`config.mk`:
```
export PLATFORM = sky130hd
export DESIGN_NAME = smbh_host
export DESIGN_NICKNAME = d
export VERILOG_FILES = /design/src/rtl/smbh_pkg.sv /design/src/rtl/smbh_regs.sv /design/src/rtl/smbh_seq.sv /design/src/rtl/smbh_host.sv
export SDC_FILE = /design/constraint.sdc
export NUM_CORES = 1
export LEC_CHECK = 0
export BUFFER_PORTS_ARGS = -buffer_cell sky130_fd_sc_hd__buf_2
export CAP_MARGIN = 40
export CELL_PAD_IN_SITES_DETAIL_PLACEMENT = 1
export CELL_PAD_IN_SITES_GLOBAL_PLACEMENT = 2
export CORE_MARGIN = 3
export CORE_UTILIZATION = 36
export CTS_CLUSTER_DIAMETER = 30
export DETAILED_ROUTE_END_ITERATION = 12
export MAX_ROUTING_LAYER = met4
export PLACE_DENSITY_LB_ADDON = 0.1
export SYNTH_ARGS = -nofsm -noshare
export SYNTH_HDL_FRONTEND = slang
export SYNTH_SLANG_ARGS = --single-unit
```
`constraint.sdc`:
```
create_clock -name clk_i -period 3.1 [get_ports clk_i]
set_input_delay 0 -clock clk_i [delete_from_list [all_inputs] [get_ports clk_i]]
set_output_delay 0 -clock clk_i [all_outputs]
set_load 0.02 [all_outputs]
```
`src/rtl/smbh_pkg.sv`:
```
package smbh_pkg;
  localparam int unsigned OFF_STAT = 0;
  localparam int unsigned OFF_CTRL = 2;
  localparam int unsigned OFF_CMD  = 3;
  localparam int unsigned OFF_ADDR = 4;
  localparam int unsigned OFF_D0   = 5;
  localparam int unsigned OFF_D1   = 6;

  localparam int unsigned CTRL_KILL  = 1;
  localparam int unsigned CTRL_START = 6;
  localparam int unsigned KIND_LSB   = 2;
  localparam int unsigned KIND_W     = 3;
  localparam int unsigned KIND_MAX   = 3;
  localparam int unsigned NFLAG      = 4;
  localparam int unsigned IDX_W      = 3;

  typedef enum logic [1:0] {
    PHY_START = 2'd0,
    PHY_WR    = 2'd1,
    PHY_RD    = 2'd2,
    PHY_STOP  = 2'd3
  } phy_op_e;

  typedef enum logic [2:0] {
    SRC_ADDR   = 3'd0,
    SRC_ADDR_W = 3'd1,
    SRC_ADDR_R = 3'd2,
    SRC_CMD    = 3'd3,
    SRC_D0     = 3'd4,
    SRC_D1     = 3'd5
  } src_e;

  typedef struct packed {
    phy_op_e op;
    src_e    src;
    logic    last;
  } step_t;

  function automatic step_t mk(phy_op_e o, src_e s, logic l);
    step_t r;
    r.op = o; r.src = s; r.last = l;
    return r;
  endfunction

  // phase list per kind and direction; the entry past the end is always stop
  function automatic step_t seq_step(logic [1:0] kind, logic rd, logic [IDX_W-1:0] idx);
    step_t s;
    s = mk(PHY_STOP, SRC_ADDR, 1'b0);
    case ({kind, rd})
      3'b000, 3'b001: case (idx)
        3'd0: s = mk(PHY_START, SRC_ADDR, 1'b0);
        3'd1: s = mk(PHY_WR, SRC_ADDR, 1'b0);
        default: ;
      endcase
      3'b010: case (idx)
        3'd0: s = mk(PHY_START, SRC_ADDR, 1'b0);
        3'd1: s = mk(PHY_WR, SRC_ADDR, 1'b0);
        3'd2: s = mk(PHY_WR, SRC_CMD, 1'b0);
        default: ;
      endcase
      3'b011: case (idx)
        3'd0: s = mk(PHY_START, SRC_ADDR, 1'b0);
        3'd1: s = mk(PHY_WR, SRC_ADDR, 1'b0);
        3'd2: s = mk(PHY_RD, SRC_D0, 1'b1);
        default: ;
      endcase
      3'b100: case (idx)
        3'd0: s = mk(PHY_START, SRC_ADDR, 1'b0);
        3'd1: s = mk(PHY_WR, SRC_ADDR, 1'b0);
        3'd2: s = mk(PHY_WR, SRC_CMD, 1'b0);
        3'd3: s = mk(PHY_WR, SRC_D0, 1'b0);
        default: ;
      endcase
      3'b101: case (idx)
        3'd0: s = mk(PHY_START, SRC_ADDR, 1'b0);
        3'd1: s = mk(PHY_WR, SRC_ADDR_W, 1'b0);
        3'd2: s = mk(PHY_WR, SRC_CMD, 1'b0);
        3'd3: s = mk(PHY_START, SRC_ADDR, 1'b0);
        3'd4: s = mk(PHY_WR, SRC_ADDR_R, 1'b0);
        3'd5: s = mk(PHY_RD, SRC_D0, 1'b1);
        default: ;
      endcase
      3'b110: case (idx)
        3'd0: s = mk(PHY_START, SRC_ADDR, 1'b0);
        3'd1: s = mk(PHY_WR, SRC_ADDR, 1'b0);
        3'd2: s = mk(PHY_WR, SRC_CMD, 1'b0);
        3'd3: s = mk(PHY_WR, SRC_D0, 1'b0);
        3'd4: s = mk(PHY_WR, SRC_D1, 1'b0);
        default: ;
      endcase
      default: case (idx)
        3'd0: s = mk(PHY_START, SRC_ADDR, 1'b0);
        3'd1: s = mk(PHY_WR, SRC_ADDR_W, 1'b0);
        3'd2: s = mk(PHY_WR, SRC_CMD, 1'b0);
        3'd3: s = mk(PHY_START, SRC_ADDR, 1'b0);
        3'd4: s = mk(PHY_WR, SRC_ADDR_R, 1'b0);
        3'd5: s = mk(PHY_RD, SRC_D0, 1'b0);
        3'd6: s = mk(PHY_RD, SRC_D1, 1'b1);
        default: ;
      endcase
    endcase
    return s;
  endfunction
endpackage

```
`src/rtl/smbh_regs.sv`:
```
module smbh_regs
  import smbh_pkg::*;
#(
  parameter int unsigned DW = 8,
  parameter int unsigned AW = 4
) (
  input  logic              clk_i,
  input  logic              rst_ni,
  input  logic              we_i,
  input  logic [AW-1:0]     addr_i,
  input  logic [DW-1:0]     wdata_i,
  output logic [DW-1:0]     rdata_o,
  input  logic              busy_i,
  input  logic              ev_ok_i,
  input  logic              ev_dev_i,
  input  logic              ev_bus_i,
  input  logic              ev_fail_i,
  input  logic              cap0_i,
  input  logic              cap1_i,
  input  logic [DW-1:0]     cap_data_i,
  output logic              start_o,
  output logic              kill_o,
  output logic [KIND_W-1:0] kind_o,
  output logic [DW-1:0]     adr_o,
  output logic [DW-1:0]     cmd_o,
  output logic [DW-1:0]     d0_o,
  output logic [DW-1:0]     d1_o,
  output logic [DW-1:0]     stat_o
);
  logic wr_stat, wr_ctrl, wr_cmd, wr_adr, wr_d0, wr_d1;
  logic [NFLAG-1:0] set_vec, flag_q;

  assign wr_stat = we_i && (addr_i == AW'(OFF_STAT));
  assign wr_ctrl = we_i && (addr_i == AW'(OFF_CTRL));
  assign wr_cmd  = we_i && (addr_i == AW'(OFF_CMD)) && !busy_i;
  assign wr_adr  = we_i && (addr_i == AW'(OFF_ADDR)) && !busy_i;
  assign wr_d0   = we_i && (addr_i == AW'(OFF_D0)) && !busy_i;
  assign wr_d1   = we_i && (addr_i == AW'(OFF_D1)) && !busy_i;

  assign kill_o  = wr_ctrl && wdata_i[CTRL_KILL];
  assign start_o = wr_ctrl && wdata_i[CTRL_START] && !wdata_i[CTRL_KILL] && !busy_i;

  always_ff @(posedge clk_i or negedge rst_ni) begin
    if (!rst_ni) begin
      kind_o <= '0;
      adr_o  <= '0;
      cmd_o  <= '0;
      d0_o   <= '0;
      d1_o   <= '0;
    end else begin
      if (start_o) kind_o <= wdata_i[KIND_LSB +: KIND_W];
      if (wr_adr)  adr_o  <= wdata_i;
      if (wr_cmd)  cmd_o  <= wdata_i;
      if (wr_d0)       d0_o <= wdata_i;
      else if (cap0_i) d0_o <= cap_data_i;
      if (wr_d1)       d1_o <= wdata_i;
      else if (cap1_i) d1_o <= cap_data_i;
    end
  end

  assign set_vec = {ev_fail_i, ev_bus_i, ev_dev_i, ev_ok_i};

  // sticky flags at status bits 1..NFLAG; a set wins over a clear in the same cycle
  for (genvar g = 0; g < NFLAG; g++) begin : g_flag
    logic f_q;
    always_ff @(posedge clk_i or negedge rst_ni) begin
      if (!rst_ni)                       f_q <= 1'b0;
      else if (set_vec[g])               f_q <= 1'b1;
      else if (wr_stat && wdata_i[g+1])  f_q <= 1'b0;
    end
    assign flag_q[g] = f_q;
  end

  assign stat_o = DW'({flag_q, busy_i});

  always_comb begin
    rdata_o = '0;
    case (addr_i)
      AW'(OFF_STAT): rdata_o = stat_o;
      AW'(OFF_CTRL): rdata_o = DW'({kind_o, 2'b00});
      AW'(OFF_CMD):  rdata_o = cmd_o;
      AW'(OFF_ADDR): rdata_o = adr_o;
      AW'(OFF_D0):   rdata_o = d0_o;
      AW'(OFF_D1):   rdata_o = d1_o;
      default:       rdata_o = '0;
    endcase
  end

  p_kind_held_r4: assert property (@(posedge clk_i) disable iff (!rst_ni)
    busy_i |=> $stable(kind_o));
  p_adr_held_r4: assert property (@(posedge clk_i) disable iff (!rst_ni)
    busy_i |=> $stable(adr_o));
  p_w1c_dev_r11: assert property (@(posedge clk_i) disable iff (!rst_ni)
    (wr_stat && wdata_i[2] && !ev_dev_i) |=> !stat_o[2]);
endmodule

```
`src/rtl/smbh_seq.sv`:
```
module smbh_seq
  import smbh_pkg::*;
#(
  parameter int unsigned DW = 8
) (
  input  logic              clk_i,
  input  logic              rst_ni,
  input  logic              start_i,
  input  logic              kill_i,
  input  logic [KIND_W-1:0] kind_i,
  input  logic [DW-1:0]     adr_i,
  input  logic [DW-1:0]     cmd_i,
  input  logic [DW-1:0]     d0_i,
  input  logic [DW-1:0]     d1_i,
  output logic              phy_req_o,
  output logic [1:0]        phy_op_o,
  output logic [DW-1:0]     phy_wdata_o,
  output logic              phy_last_o,
  input  logic              phy_done_i,
  input  logic              phy_nack_i,
  input  logic              phy_arb_lost_i,
  input  logic [DW-1:0]     phy_rdata_i,
  output logic              busy_o,
  output logic              ev_ok_o,
  output logic              ev_dev_o,
  output logic              ev_bus_o,
  output logic              ev_fail_o,
  output logic              cap0_o,
  output logic              cap1_o,
  output logic [DW-1:0]     cap_data_o
);
  typedef enum logic [1:0] {ST_IDLE, ST_RUN, ST_ESTOP} st_e;

  st_e              st_q, st_d;
  logic [IDX_W-1:0] idx_q, idx_d;
  step_t            cur;
  logic             unsup, run, rd_ok;

  assign unsup = kind_i > KIND_W'(KIND_MAX);
  assign cur   = seq_step(kind_i[1:0], adr_i[0], idx_q);
  assign run   = (st_q == ST_RUN);

  always_comb begin
    st_d      = st_q;
    idx_d     = idx_q;
    ev_ok_o   = 1'b0;
    ev_dev_o  = 1'b0;
    ev_bus_o  = 1'b0;
    ev_fail_o = 1'b0;
    case (st_q)
      ST_IDLE: if (start_i) begin
        st_d  = ST_RUN;
        idx_d = '0;
      end
      ST_RUN: begin
        if (kill_i) begin
          st_d = ST_IDLE; ev_fail_o = 1'b1;
        end else if (unsup) begin
          st_d = ST_IDLE; ev_dev_o = 1'b1;
        end else if (phy_done_i) begin
          if (phy_arb_lost_i) begin
            st_d = ST_IDLE; ev_bus_o = 1'b1;
          end else if (cur.op == PHY_WR && phy_nack_i) begin
            st_d = ST_ESTOP;
          end else if (cur.op == PHY_STOP) begin
            st_d = ST_IDLE; ev_ok_o = 1'b1;
          end else begin
            idx_d = idx_q + 1'b1;
          end
        end
      end
      ST_ESTOP: begin
        if (kill_i) begin
          st_d = ST_IDLE; ev_fail_o = 1'b1;
        end else if (phy_done_i) begin
          st_d = ST_IDLE; ev_dev_o = 1'b1;
        end
      end
      default: st_d = ST_IDLE;
    endcase
  end

  always_ff @(posedge clk_i or negedge rst_ni) begin
    if (!rst_ni) begin
      st_q  <= ST_IDLE;
      idx_q <= '0;
    end else begin
      st_q  <= st_d;
      idx_q <= idx_d;
    end
  end

  assign busy_o     = (st_q != ST_IDLE);
  assign phy_req_o  = (run && !unsup) || (st_q == ST_ESTOP);
  assign phy_op_o   = (st_q == ST_ESTOP) ? PHY_STOP : cur.op;
  assign phy_last_o = run && (cur.op == PHY_RD) && cur.last;

  always_comb begin
    phy_wdata_o = '0;
    if (run && cur.op == PHY_WR) begin
      case (cur.src)
        SRC_ADDR:   phy_wdata_o = adr_i;
        SRC_ADDR_W: phy_wdata_o = {adr_i[DW-1:1], 1'b0};
        SRC_ADDR_R: phy_wdata_o = {adr_i[DW-1:1], 1'b1};
        SRC_CMD:    phy_wdata_o = cmd_i;
        SRC_D0:     phy_wdata_o = d0_i;
        default:    phy_wdata_o = d1_i;
      endcase
    end
  end

  assign rd_ok      = run && !kill_i && !unsup && phy_done_i && !phy_arb_lost_i && (cur.op == PHY_RD);
  assign cap0_o     = rd_ok && (cur.src == SRC_D0);
  assign cap1_o     = rd_ok && (cur.src == SRC_D1);
  assign cap_data_o = phy_rdata_i;

  p_req_hold_r5: assert property (@(posedge clk_i) disable iff (!rst_ni)
    (phy_req_o && !phy_done_i && !kill_i) |=> (phy_req_o && $stable(phy_op_o) && $stable(phy_wdata_o)));
  p_unsup_quiet_r12: assert property (@(posedge clk_i) disable iff (!rst_ni)
    (busy_o && unsup) |-> !phy_req_o);
  p_arb_ends_r9: assert property (@(posedge clk_i) disable iff (!rst_ni)
    (phy_req_o && phy_done_i && phy_arb_lost_i && !kill_i) |=> !busy_o);
endmodule

```
`src/rtl/smbh_host.sv`:
```
module smbh_host
  import smbh_pkg::*;
#(
  parameter int unsigned DW = 8,
  parameter int unsigned AW = 4
) (
  input  logic          clk_i,
  input  logic          rst_ni,
  input  logic          reg_we_i,
  input  logic [AW-1:0] reg_addr_i,
  input  logic [DW-1:0] reg_wdata_i,
  output logic [DW-1:0] reg_rdata_o,
  output logic          phy_req_o,
  output logic [1:0]    phy_op_o,
  output logic [DW-1:0] phy_wdata_o,
  output logic          phy_last_o,
  input  logic          phy_done_i,
  input  logic          phy_nack_i,
  input  logic          phy_arb_lost_i,
  input  logic [DW-1:0] phy_rdata_i
);
  logic              busy, start, kill;
  logic              ev_ok, ev_dev, ev_bus, ev_fail, cap0, cap1;
  logic [DW-1:0]     cap_data, adr, cmd, d0, d1, stat;
  logic [KIND_W-1:0] kind;

  smbh_regs #(.DW(DW), .AW(AW)) u_regs (
    .clk_i      (clk_i),
    .rst_ni     (rst_ni),
    .we_i       (reg_we_i),
    .addr_i     (reg_addr_i),
    .wdata_i    (reg_wdata_i),
    .rdata_o    (reg_rdata_o),
    .busy_i     (busy),
    .ev_ok_i    (ev_ok),
    .ev_dev_i   (ev_dev),
    .ev_bus_i   (ev_bus),
    .ev_fail_i  (ev_fail),
    .cap0_i     (cap0),
    .cap1_i     (cap1),
    .cap_data_i (cap_data),
    .start_o    (start),
    .kill_o     (kill),
    .kind_o     (kind),
    .adr_o      (adr),
    .cmd_o      (cmd),
    .d0_o       (d0),
    .d1_o       (d1),
    .stat_o     (stat)
  );

  smbh_seq #(.DW(DW)) u_seq (
    .clk_i          (clk_i),
    .rst_ni         (rst_ni),
    .start_i        (start),
    .kill_i         (kill),
    .kind_i         (kind),
    .adr_i          (adr),
    .cmd_i          (cmd),
    .d0_i           (d0),
    .d1_i           (d1),
    .phy_req_o      (phy_req_o),
    .phy_op_o       (phy_op_o),
    .phy_wdata_o    (phy_wdata_o),
    .phy_last_o     (phy_last_o),
    .phy_done_i     (phy_done_i),
    .phy_nack_i     (phy_nack_i),
    .phy_arb_lost_i (phy_arb_lost_i),
    .phy_rdata_i    (phy_rdata_i),
    .busy_o         (busy),
    .ev_ok_o        (ev_ok),
    .ev_dev_o       (ev_dev),
    .ev_bus_o       (ev_bus),
    .ev_fail_o      (ev_fail),
    .cap0_o         (cap0),
    .cap1_o         (cap1),
    .cap_data_o     (cap_data)
  );

  p_idle_quiet_r1: assert property (@(posedge clk_i) disable iff (!rst_ni)
    !busy |-> !phy_req_o);
  p_ok_on_fall_r7: assert property (@(posedge clk_i) disable iff (!rst_ni)
    $rose(stat[1]) |-> $fell(busy));
  p_dev_not_ok_r8: assert property (@(posedge clk_i) disable iff (!rst_ni)
    $rose(stat[2]) |-> !$rose(stat[1]));
  p_kill_stops_r10: assert property (@(posedge clk_i) disable iff (!rst_ni)
    (busy && kill) |=> (!busy && !phy_req_o && stat[4]));
endmodule

```
======== After elaboration in Yosys (flattened, before gate mapping) ========
Cells that the tools add are included.
word-level totals
  latch bits .............................. 0
  output and inout port bits .............. 20
  logic and storage cells ................. 165
  memories ................................ 0
  memory bits (writable) .................. 0
  register bits after elaboration ......... 44
  memory bits (read-only) ................. 0
  input port bits ......................... 26
operators by class
  div/mod/pow operators ................... 0
  shifts and indexed selects .............. 0
  bitwise gates (word level) .............. 0
  reductions and logical operators ........ 54
  multiply operators ...................... 0
  $add $sub $neg .......................... 1
  magnitude comparators ................... 1
  equality and inequality tests ........... 37
  multiplexer cells ....................... 61
operators by type and width
  cell                                                                      count
  6-bit one-hot mux with 6 select lines                                     2
  6-bit one-hot mux with 5 select lines                                     2
  8-bit one-hot mux with 6 select lines                                     1
  8-bit 2-to-1 mux                                                          5
  8-bit one-hot mux with 5 select lines                                     1
  6-bit one-hot mux with 3 select lines                                     2
  1-bit logical AND                                                         30
  1-bit 2-to-1 mux                                                          26
  3-bit equality test (second input constant)                               8
  6-bit one-hot mux with 4 select lines                                     1
  3-bit 2-to-1 mux                                                          7
  2-bit 2-to-1 mux                                                          10
  3-bit by 2-bit equality test with 1-bit output (second input constant)    6
  2-bit nonzero test                                                        8
  2-bit inequality test (second input constant)                             7
  4-bit by 3-bit equality test with 1-bit output (second input constant)    3
  6-bit one-hot mux with 2 select lines                                     1
  3-bit by 1-bit equality test with 1-bit output (second input constant)    3
  3-bit zero test                                                           3
  4-bit by 2-bit equality test with 1-bit output (second input constant)    2
  8-bit AND reduction                                                       1
  2-bit equality test (second input constant)                               3
  6-bit by 4-bit inequality test with 1-bit output (second input constant)  1
  2-bit one-hot mux with 3 select lines                                     1
  13 further kinds                                                          20

======== Longest topological paths before layout ========
Gate-level depths: netlist (run 1).
  depth in word-level cells ............... 13
  mapped depth ............................ 10
  depth with buffers taken out ............ 9

======== By module ========
Synthesis (run 1) repeated with hierarchy kept, for this count alone.
second synthesis, totals
  cell total of the unflattened synthesis .. 346
  area, all modules ....................... 3,608.5 um2
by module, submodules not included
  module     cells an instance  seq. area each (um2)  area each (um2)  instances
  smbh_regs  172                975.9                 2,173.3          1
  smbh_seq   174                125.1                 1,435.1          1

======== Worst setup path before layout (run 1) ========
Ideal clock, no wire load.
  kind .................................... reg-to-reg
  from .................................... register u_seq.idx_q[0]
  to ...................................... register u_regs.d0_o[0]
  buffers on the path ..................... 1
  data required time ...................... 2.963 ns
  library setup time ...................... 0.137 ns
  path slack .............................. 0.694 ns
  period minus slack after synthesis ...... 2.406 ns
  stages on the path, launching flop included .. 11
  arrival ................................. 2.269 ns
  path through ............................ dfrtp_1 -> inv_1 -> ha_1 -> buf_6 -> or2_4 -> a2111oi_4 -> o221ai_2 -> a211oi_2 -> nand4_4 -> mux2i_1 -> a21oi_1
on the way
  cells in the longest elaborated chain, start to end .. 8
ends and longest elaborated chain
  element                                                                                                RTL line                        RTL
  start: declaration                                                                                     smbh_seq.sv:35                  logic [IDX_W-1:0] idx_q, idx_d;
  start signal: assignment                                                                               smbh_seq.sv:89                  idx_q <= idx_d;
  3-bit by 2-bit equality test with 1-bit output / 3-bit zero test (equally long branches)               -
  2-bit OR reduction (no line)                                                                           -
  6-bit one-hot mux with 6 select lines / 6-bit one-hot mux with 5 select lines (equally long branches)  smbh_pkg.sv:91, smbh_pkg.sv:74
  6-bit one-hot mux with 6 select lines (*)                                                              smbh_pkg.sv:49                  case ({kind, rd})
  2-bit equality test                                                                                    smbh_seq.sv:112                 assign rd_ok = run && !kill_i && !unsup && phy_done_i && !phy_arb_lost_i && (cur.op == PHY_RD);
  1-bit logical AND                                                                                      smbh_seq.sv:112
  1-bit logical AND (*)                                                                                  smbh_seq.sv:113                 assign cap0_o = rd_ok && (cur.src == SRC_D0);
  2-bit nonzero test (no line) (*)                                                                       -
  end signal: assignment                                                                                 smbh_regs.sv:54                 if (wr_d0) d0_o <= wdata_i;
  end signal: assignment                                                                                 smbh_regs.sv:55                 else if (cap0_i) d0_o <= cap_data_i;
  end: declaration                                                                                       smbh_regs.sv:26                 output logic [DW-1:0] d0_o,
Mark *: on every way between the ends. The rest lies on a longest branch, timed or not.
A chain may end at the register's enable or synchronous reset.

======== Final worst setup path (run 1) ========
  from .................................... register u_seq.idx_q[0]
  to ...................................... output phy_wdata_o[1]
on the way
  cells in the longest elaborated chain, start to end .. 7
ends and longest elaborated chain
  element                                                                                                RTL line                          RTL
  3-bit by 2-bit equality test with 1-bit output / 3-bit zero test (equally long branches)               -
  2-bit OR reduction (no line)                                                                           -
  6-bit one-hot mux with 6 select lines / 6-bit one-hot mux with 5 select lines (equally long branches)  smbh_pkg.sv:91, smbh_pkg.sv:74
  6-bit one-hot mux with 6 select lines (*)                                                              smbh_pkg.sv:49
  3-bit equality test, or another cell as far along                                                      smbh_seq.sv:101                   case (cur.src)
  8-bit one-hot mux with 5 select lines / 1-bit logical AND (equally long branches)                      smbh_seq.sv:101, smbh_seq.sv:100
  8-bit 2-to-1 mux (*)                                                                                   smbh_seq.sv:100                   if (run && cur.op == PHY_WR) begin
  end: declaration                                                                                       smbh_host.sv:15                   output logic [DW-1:0] phy_wdata_o,
Marked as above.

==> results of run 1 <==
## critical path, stage by stage, from the launching register on
cell	delay [ns]
dfrtp_1	0.41
inv_1	0.12
ha_1	0.29
or4_4	0.59
o21ai_2	0.11
a2bb2oi_4	0.21
nand2_4	0.13
nor3b_4	0.20
buf_4	0.22
o211a_1	0.17
buf_2	0.17
## registers in the layout, indices dropped and copies added, names as in the netlist
| signal | count |
|---|---|
| u_regs.d1_o | 8 |
| u_regs.g_flag.f_q | 4 |
| u_seq.idx_q | 3 |
| u_regs.adr_o | 8 |
| u_regs.cmd_o | 8 |
| u_seq.st_q | 2 |
| u_regs.d0_o | 8 |
| u_regs.kind_o | 3 |
## cell families (layout without fill, tap and decap cells)
| kind of cell | count (synthesis) | in the layout |
|---|---|---|
| flip-flops | 44 | 44 |
| buffers and inverters | 27 | 83 |
| AO/OA/AOI/OAI | 93 | 93 |
| multiplexers | 52 | 52 |
| adder cells (fa/ha/maj) | 8 | 8 |
| AND/OR/NAND/NOR | 112 | 112 |
## cells in the final DEF (no fill, tap or decap), types with 2 or more instances in the layout
master and count:
nand2_1 34, and2_1 2, nor2b_1 7, dlygate4sd3_1 6, nand2b_1 6, a32o_1 2
o211a_1 8, nor4_1 2, a2bb2oi_4 2, inv_1 9, clkbuf_8 5, nand4_1 2
o21ba_2 3, buf_4 12, a21o_1 3, a21boi_0 2, mux2i_1 24, mux2_2 27
dfrtp_1 44, ha_2 2, a222oi_1 2, nor3_1 7, o21ai_0 11, nor2_1 25
nand3_1 6, o22ai_1 3, a221oi_1 2, or2_2 2, nand4_4 2, a22oi_1 12
a21oi_1 25, buf_2 45, and3_1 4, ha_1 5
## cell type report
cell class	instances	area, µm²
clock buffer	5	68.8
tap	105	131
fill	971	4640
sequential	44	1100
clock inverter	3	46.3
timing repair buffer	65	399
inverter	10	37.5
multi-input combinational	265	2040
## per-layer routing
layer | track usage (%) | up-vias
met2 | 32.0 | 46
met5 | - | -
li1 | - | 1362
met1 | 32.7 | 1395
met3 | 2.56 | 6
met4 | 4.04 | 0
## power groups by stage
stage | logic (mW) | registers, mW | clock network, mW
global route | 2.04 | 1.12 | 0.512
detailed placement | 1.79 | 1.08 | 0
finish | 1.86 | 1.07 | 0.472
CTS | 1.81 | 1.07 | 0.488
global placement | 1.77 | 1.07 | 0
floorplan | 1.37 | 1.00 | 0
## timing repair
item	CTS	global route
hold buffers	6	0
hold endpoints to repair	32	0
pin swaps	0	1
setup endpoints to repair	6	8
gates resized for setup	2	6
## final timing paths
path                                      start  slack, ns              endpoint  depth (start not counted)
max                              u_seq.idx_q[0]       0.17        phy_wdata_o[1]                         10
min in group asynchronous                rst_ni       0.20        u_seq.idx_q[2]                          2
max reg2reg                      u_seq.idx_q[0]       0.37        u_regs.d0_o[1]                         10
min reg2reg                u_regs.g_flag[3].f_q       0.52  u_regs.g_flag[3].f_q                          2
min                              phy_rdata_i[7]      0.009        u_regs.d0_o[7]                          3
max in group asynchronous                rst_ni       2.37       u_regs.adr_o[4]                          3
==> summary.txt, run 1 <==
CTS
  – Setup bufs post-CTS: 0
  – Clk root buf: clkbuf_8
  – Max Buffers Root-to-Sink: 2
  – Clock latency on the worst-skew pair: between 0.3 and 0.4 ns
  – Sink Count: 44
  – TritonCTS buffer count: 5
  – H-tree lvl count: 2
  – Worst-path clk slew: 0.10 ns
  – CTS tree: built

Routing
  – Vias per cell: 5.65
  – Vias: 2,809
  – Wl on met1: 5.23 mm
  – Routed WL: 10.2 mm
  – Initial DRC Count: 104
  – Highest routed layer: met4
  – Routed length on met3: roughly 260 µm
  – Met2 Wirelength: 4.67 mm
  – # DRC: 0
  – Avg WL per Cell: a little over 20 µm
  – Post-DRT Antenna Nets: 0
  – First-pass iteration count of the detailed router: 4

Synthesis
  – Leading area contributor after synthesis: dfrtp_1
  – Post-synthesis compound-gate area fraction: 22.6%
  – Top-count cell post-synth: dfrtp_1
  – Most area-consuming cells after synthesis: dfrtp_1 (34%), mux2_2 (9.4%), mux2i_1 (7.4%)
  – Ys Warns: 0
  – Register area share after synthesis: 34.0%
  – Top-area cell type share of the netlist area: 34.0%
  – Post-synthesis xor/xnor area fraction: 0%
  – Number of synthesized flops with an enable pin: 0
  – Net count after synthesis: 370
  – Main synth FF type: dfrtp_1
  – Synth Instances: 336
  – #FFs+latches synth: 44
  – Mux cell area share after synthesis: 17.2%
  – Synth top cells by count: dfrtp_1 (44), nand2_1 (34), mux2_2 (27), a21oi_1 (25), nor2_1 (25)
  – Yosys cell types: 66
  – Synth Area in Adders: 3.09%
  – Synthesized area: 3240 µm²
  – Asr flop ratio synth: 100%
  – Synth Area per Inst: 9.63 µm²
  – Simple-gate share of the synthesized area: 18.8%
  – Largest family of logic cells by synthesized area: compound AO/OA/AOI/OAI gates

Finish
  – Layout Nets: 425
  – Finished Core Util: 45.2%
  – Layout cells sized above 1: a little under a third
  – Layout area overhead: 18.3%
  – Number of diodes: 0
  – Finished Layout Cells: ~500
  – Post-route cell area: between 3000 and 4000 µm²

Power
  – VDD IR max: 517 µV
  – Flop pwr share: 31.6%
  – LEAKAGE: 1.92 nW
  – PnR Total Power: 3.40 mW
  – Cell Pwr Density: 888 nW/µm²
  – P_int: 1.92 mW
  – Clk pwr share: 13.9%
  – Net Sw Frac: 43.4%
  – Psw: 1.48 mW
  – Combinational power share: 54.6%

Critical path
  – CP Data Arrival Time: 2.93 ns
  – CP Launch Type: flop
  – Critical path data required time: 3.10 ns
  – Crit path capture type: output port
  – Crit-path max FO: 8
  – CP Class: flop to output port

Place
  – Placed inst area: ~3600 µm²
  – Final GP Congestion: 0.818
  – Port-buffer cells: 45
  – Placed insts: 483
  – Final HPWL DP: roughly 7.4 mm
  – Post-Place Setup Slack: slightly above 0.2 ns

Timing
  – Slew margin rel.: 53.0%
  – Final-report hold violation count: 0
  – Post-route minimum period: 2.93 ns
  – Post-Route Setup TNS: 0 ns
  – Final worst path period share: 94.4%
  – Setup ws final: between 0.15 and 0.2 ns
  – Pins Over Slew Limit: 0
  – Setup violations, final: 0
  – Max Fclk: around 0.34 GHz
  – Fin Hold WS: 0.00944 ns
  – Unrepaired setup endpoints after global routing: no
  – Worst clock skew: 0.00611 ns
  – Worst-Margin Slew: 0.703 ns

GRT
  – Global-route wire length before repair: 16.6 mm
  – Initial antenna violation count: 0
  – Largest net degree at the start of global routing: 26
  – Global Route Usage Sum: approximately 22%
  – Grt total ovfl: 0
  – Vias in the first global route: 2,938

Min path
  – Hold Crit Class: input pin to flop

Die
  – Die Wd: between 100 and 150 µm
  – Die H: ~100 µm
  – Die ar.: 10,200 µm²
  – Ports: 46
  – # rows: 33
  – CORE AREA: 8460 µm²
  – Initial Utilization: 38.2%

Outcome
  – Status: finished, final reports clean

Flow run
  – MaxCap Viol Count: 0
No activity file was read; power rests on OpenSTA's default activity.
==> run 2: changes to the inputs <==
- CORE_UTILIZATION: 36 -> 39
- clock period: 3.1 -> 3.8 ns (I/O delays scaled with it)
==> summary.txt, run 2 (synthesis gave the netlist of run 1 again) <==
Routing
  – First-pass iteration count of the detailed router: 4
  – Vias: 2,810
  – Routed WL: 9.82 mm
  – Initial DRC Count: ~140
  – # DRC: 0
  – Vias per cell: 5.79
  – Post-DRT Antenna Nets: 0
  – Avg WL per Cell: 20.2 µm

Timing
  – Post-route minimum period: about 3.5 ns
  – Fin Hold WS: roughly 0.0084 ns
  – Slew margin rel.: 47.3%
  – Unrepaired setup endpoints after global routing: no
  – Pins Over Slew Limit: 0
  – Worst-Margin Slew: 0.787 ns
  – Setup ws final: 0.334 ns
  – Max Fclk: 0.289 GHz
  – Worst clock skew: 0.00742 ns
  – Setup violations, final: 0
  – Post-Route Setup TNS: 0 ns
  – Final worst path period share: 91.2%
  – Final-report hold violation count: 0

Critical path
  – Critical Path Slowest Stage Cell: dfrtp_1
  – CP Class: flop to output port
  – Crit path capture type: output port
  – Crit-path max FO: 19
  – CP max stage delay: 0.76 ns
  – Worst-path cell chain: inv_1 -> ha_1 -> or4_4 -> o21ai_2 -> a2bb2oi_2 -> nand2_2 -> nor3b_4 -> o211a_1 -> buf_2
  – CP Data Arrival Time: 3.47 ns
  – Bufs and invs on worst path: 2
  – CP Launch Type: flop
  – Critical path data required time: 3.80 ns
  – CP top delay family: simple AND/OR/NAND/NOR gates

Die
  – Initial Utilization: between 40% and 50%
  – Die ar.: ~9400 µm²
  – Die Wd: 97.1 µm
  – CORE AREA: approximately 7900 µm²
  – Ports: 46
  – Die H: 97.1 µm
  – # rows: 32

CTS
  – Clk root buf: clkbuf_8
  – CTS resizes: 0
  – Post-CTS Hold Buffers: 5
  – Clock latency on the worst-skew pair: 0.30 ns
  – Worst-path clk slew: 0.09 ns
  – Max Buffers Root-to-Sink: 2
  – Setup bufs post-CTS: 0
  – CTS tree: built
  – Sink Count: 44
  – TritonCTS buffer count: 5
  – H-tree lvl count: 2

Finish
  – Layout cells sized above 1: 28.2%
  – Fillers: 903
  – Layout Nets: roughly 420
  – Finished Layout Cells: 485
  – Post-route cell area: 3700 µm²
  – Finished Core Util: 46.9%
  – Commonest non-fill, non-tap cell in the layout: buf_2
  – Layout area overhead: 14.3%
  – Commonest cells after routing, fill and taps aside: buf_2 (45), dfrtp_1 (44), nand2_1 (34)
  – Number of diodes: 0

GRT
  – Global-route wire length before repair: approximately 16 mm
  – GRT met3 Usage: about 3.2%
  – Vias in the first global route: 2,896
  – Grt total ovfl: 0
  – Initial antenna violation count: 0
  – GR Util met1: 32.0%
  – Global Route Usage Sum: 21.8%
  – Met2 usage: 32.6%
  – Largest net degree at the start of global routing: 33
  – Gr busiest metal: met2

Place
  – Post-Place Setup Slack: between 0.7 and 0.8 ns
  – Placed insts: 472
  – Placed inst area: 3540 µm²
  – Port-buffer cells: 45
  – Final HPWL DP: between 7 and 8 mm
  – Final GP Congestion: 0.843

Power
  – LEAKAGE: 1.87 nW
  – PnR Total Power: 2.66 mW
  – Cell Pwr Density: 720 nW/µm²
  – VDD IR max: 373 µV

Min path
  – Hold Crit Class: input pin to flop

Outcome
  – Status: finished, final reports clean

Flow run
  – MaxCap Viol Count: 0
run 2: tightest hold or removal path, cell delays in order:
cell	delay [ns]
buf_2	0.13
nand2_1	0.07
o21ai_0	0.07
run 2: area by class of cell:
class,instances,area (µm²),share of cell area [%]
clock inverters,2,35.0,0.947
inverters,10,37.5,1.01
clock buffers,6,72.6,1.96
repair buffers,56,329,8.90
well taps,102,128,3.45
multi-input cells,265,2000,54.0
flip-flops and latches,44,1100,29.8
run 2: where the power goes:
group | leakage (nW) | switching (mW) | internal, mW
clock | 0.0552 | 0.176 | 0.196
sequential | 0.547 | 0.229 | 0.687
combinational | 1.27 | 0.747 | 0.629
run 2: routing by layer:
metal,up-vias,share of wire [%]
met5,-,0
met4,0,0.61
met3,4,4.4
met2,60,45
met1,1408,50
li1,1338,-
run 2: path summary, 6_finish.rpt:
kind	from	to	slack, ns	depth (start not counted)
setup reg to reg	u_seq.idx_q[2]	u_regs.d0_o[1]	0.67	9
hold reg to reg	u_regs.g_flag[0].f_q	u_regs.g_flag[0].f_q	0.52	2
min in group asynchronous	rst_ni	u_seq.idx_q[2]	0.13	2
hold / removal	phy_done_i	u_regs.g_flag[2].f_q	0.008	3
max in group asynchronous	rst_ni	u_regs.d1_o[2]	3.16	3
setup / recovery	u_seq.idx_q[2]	phy_wdata_o[2]	0.33	9
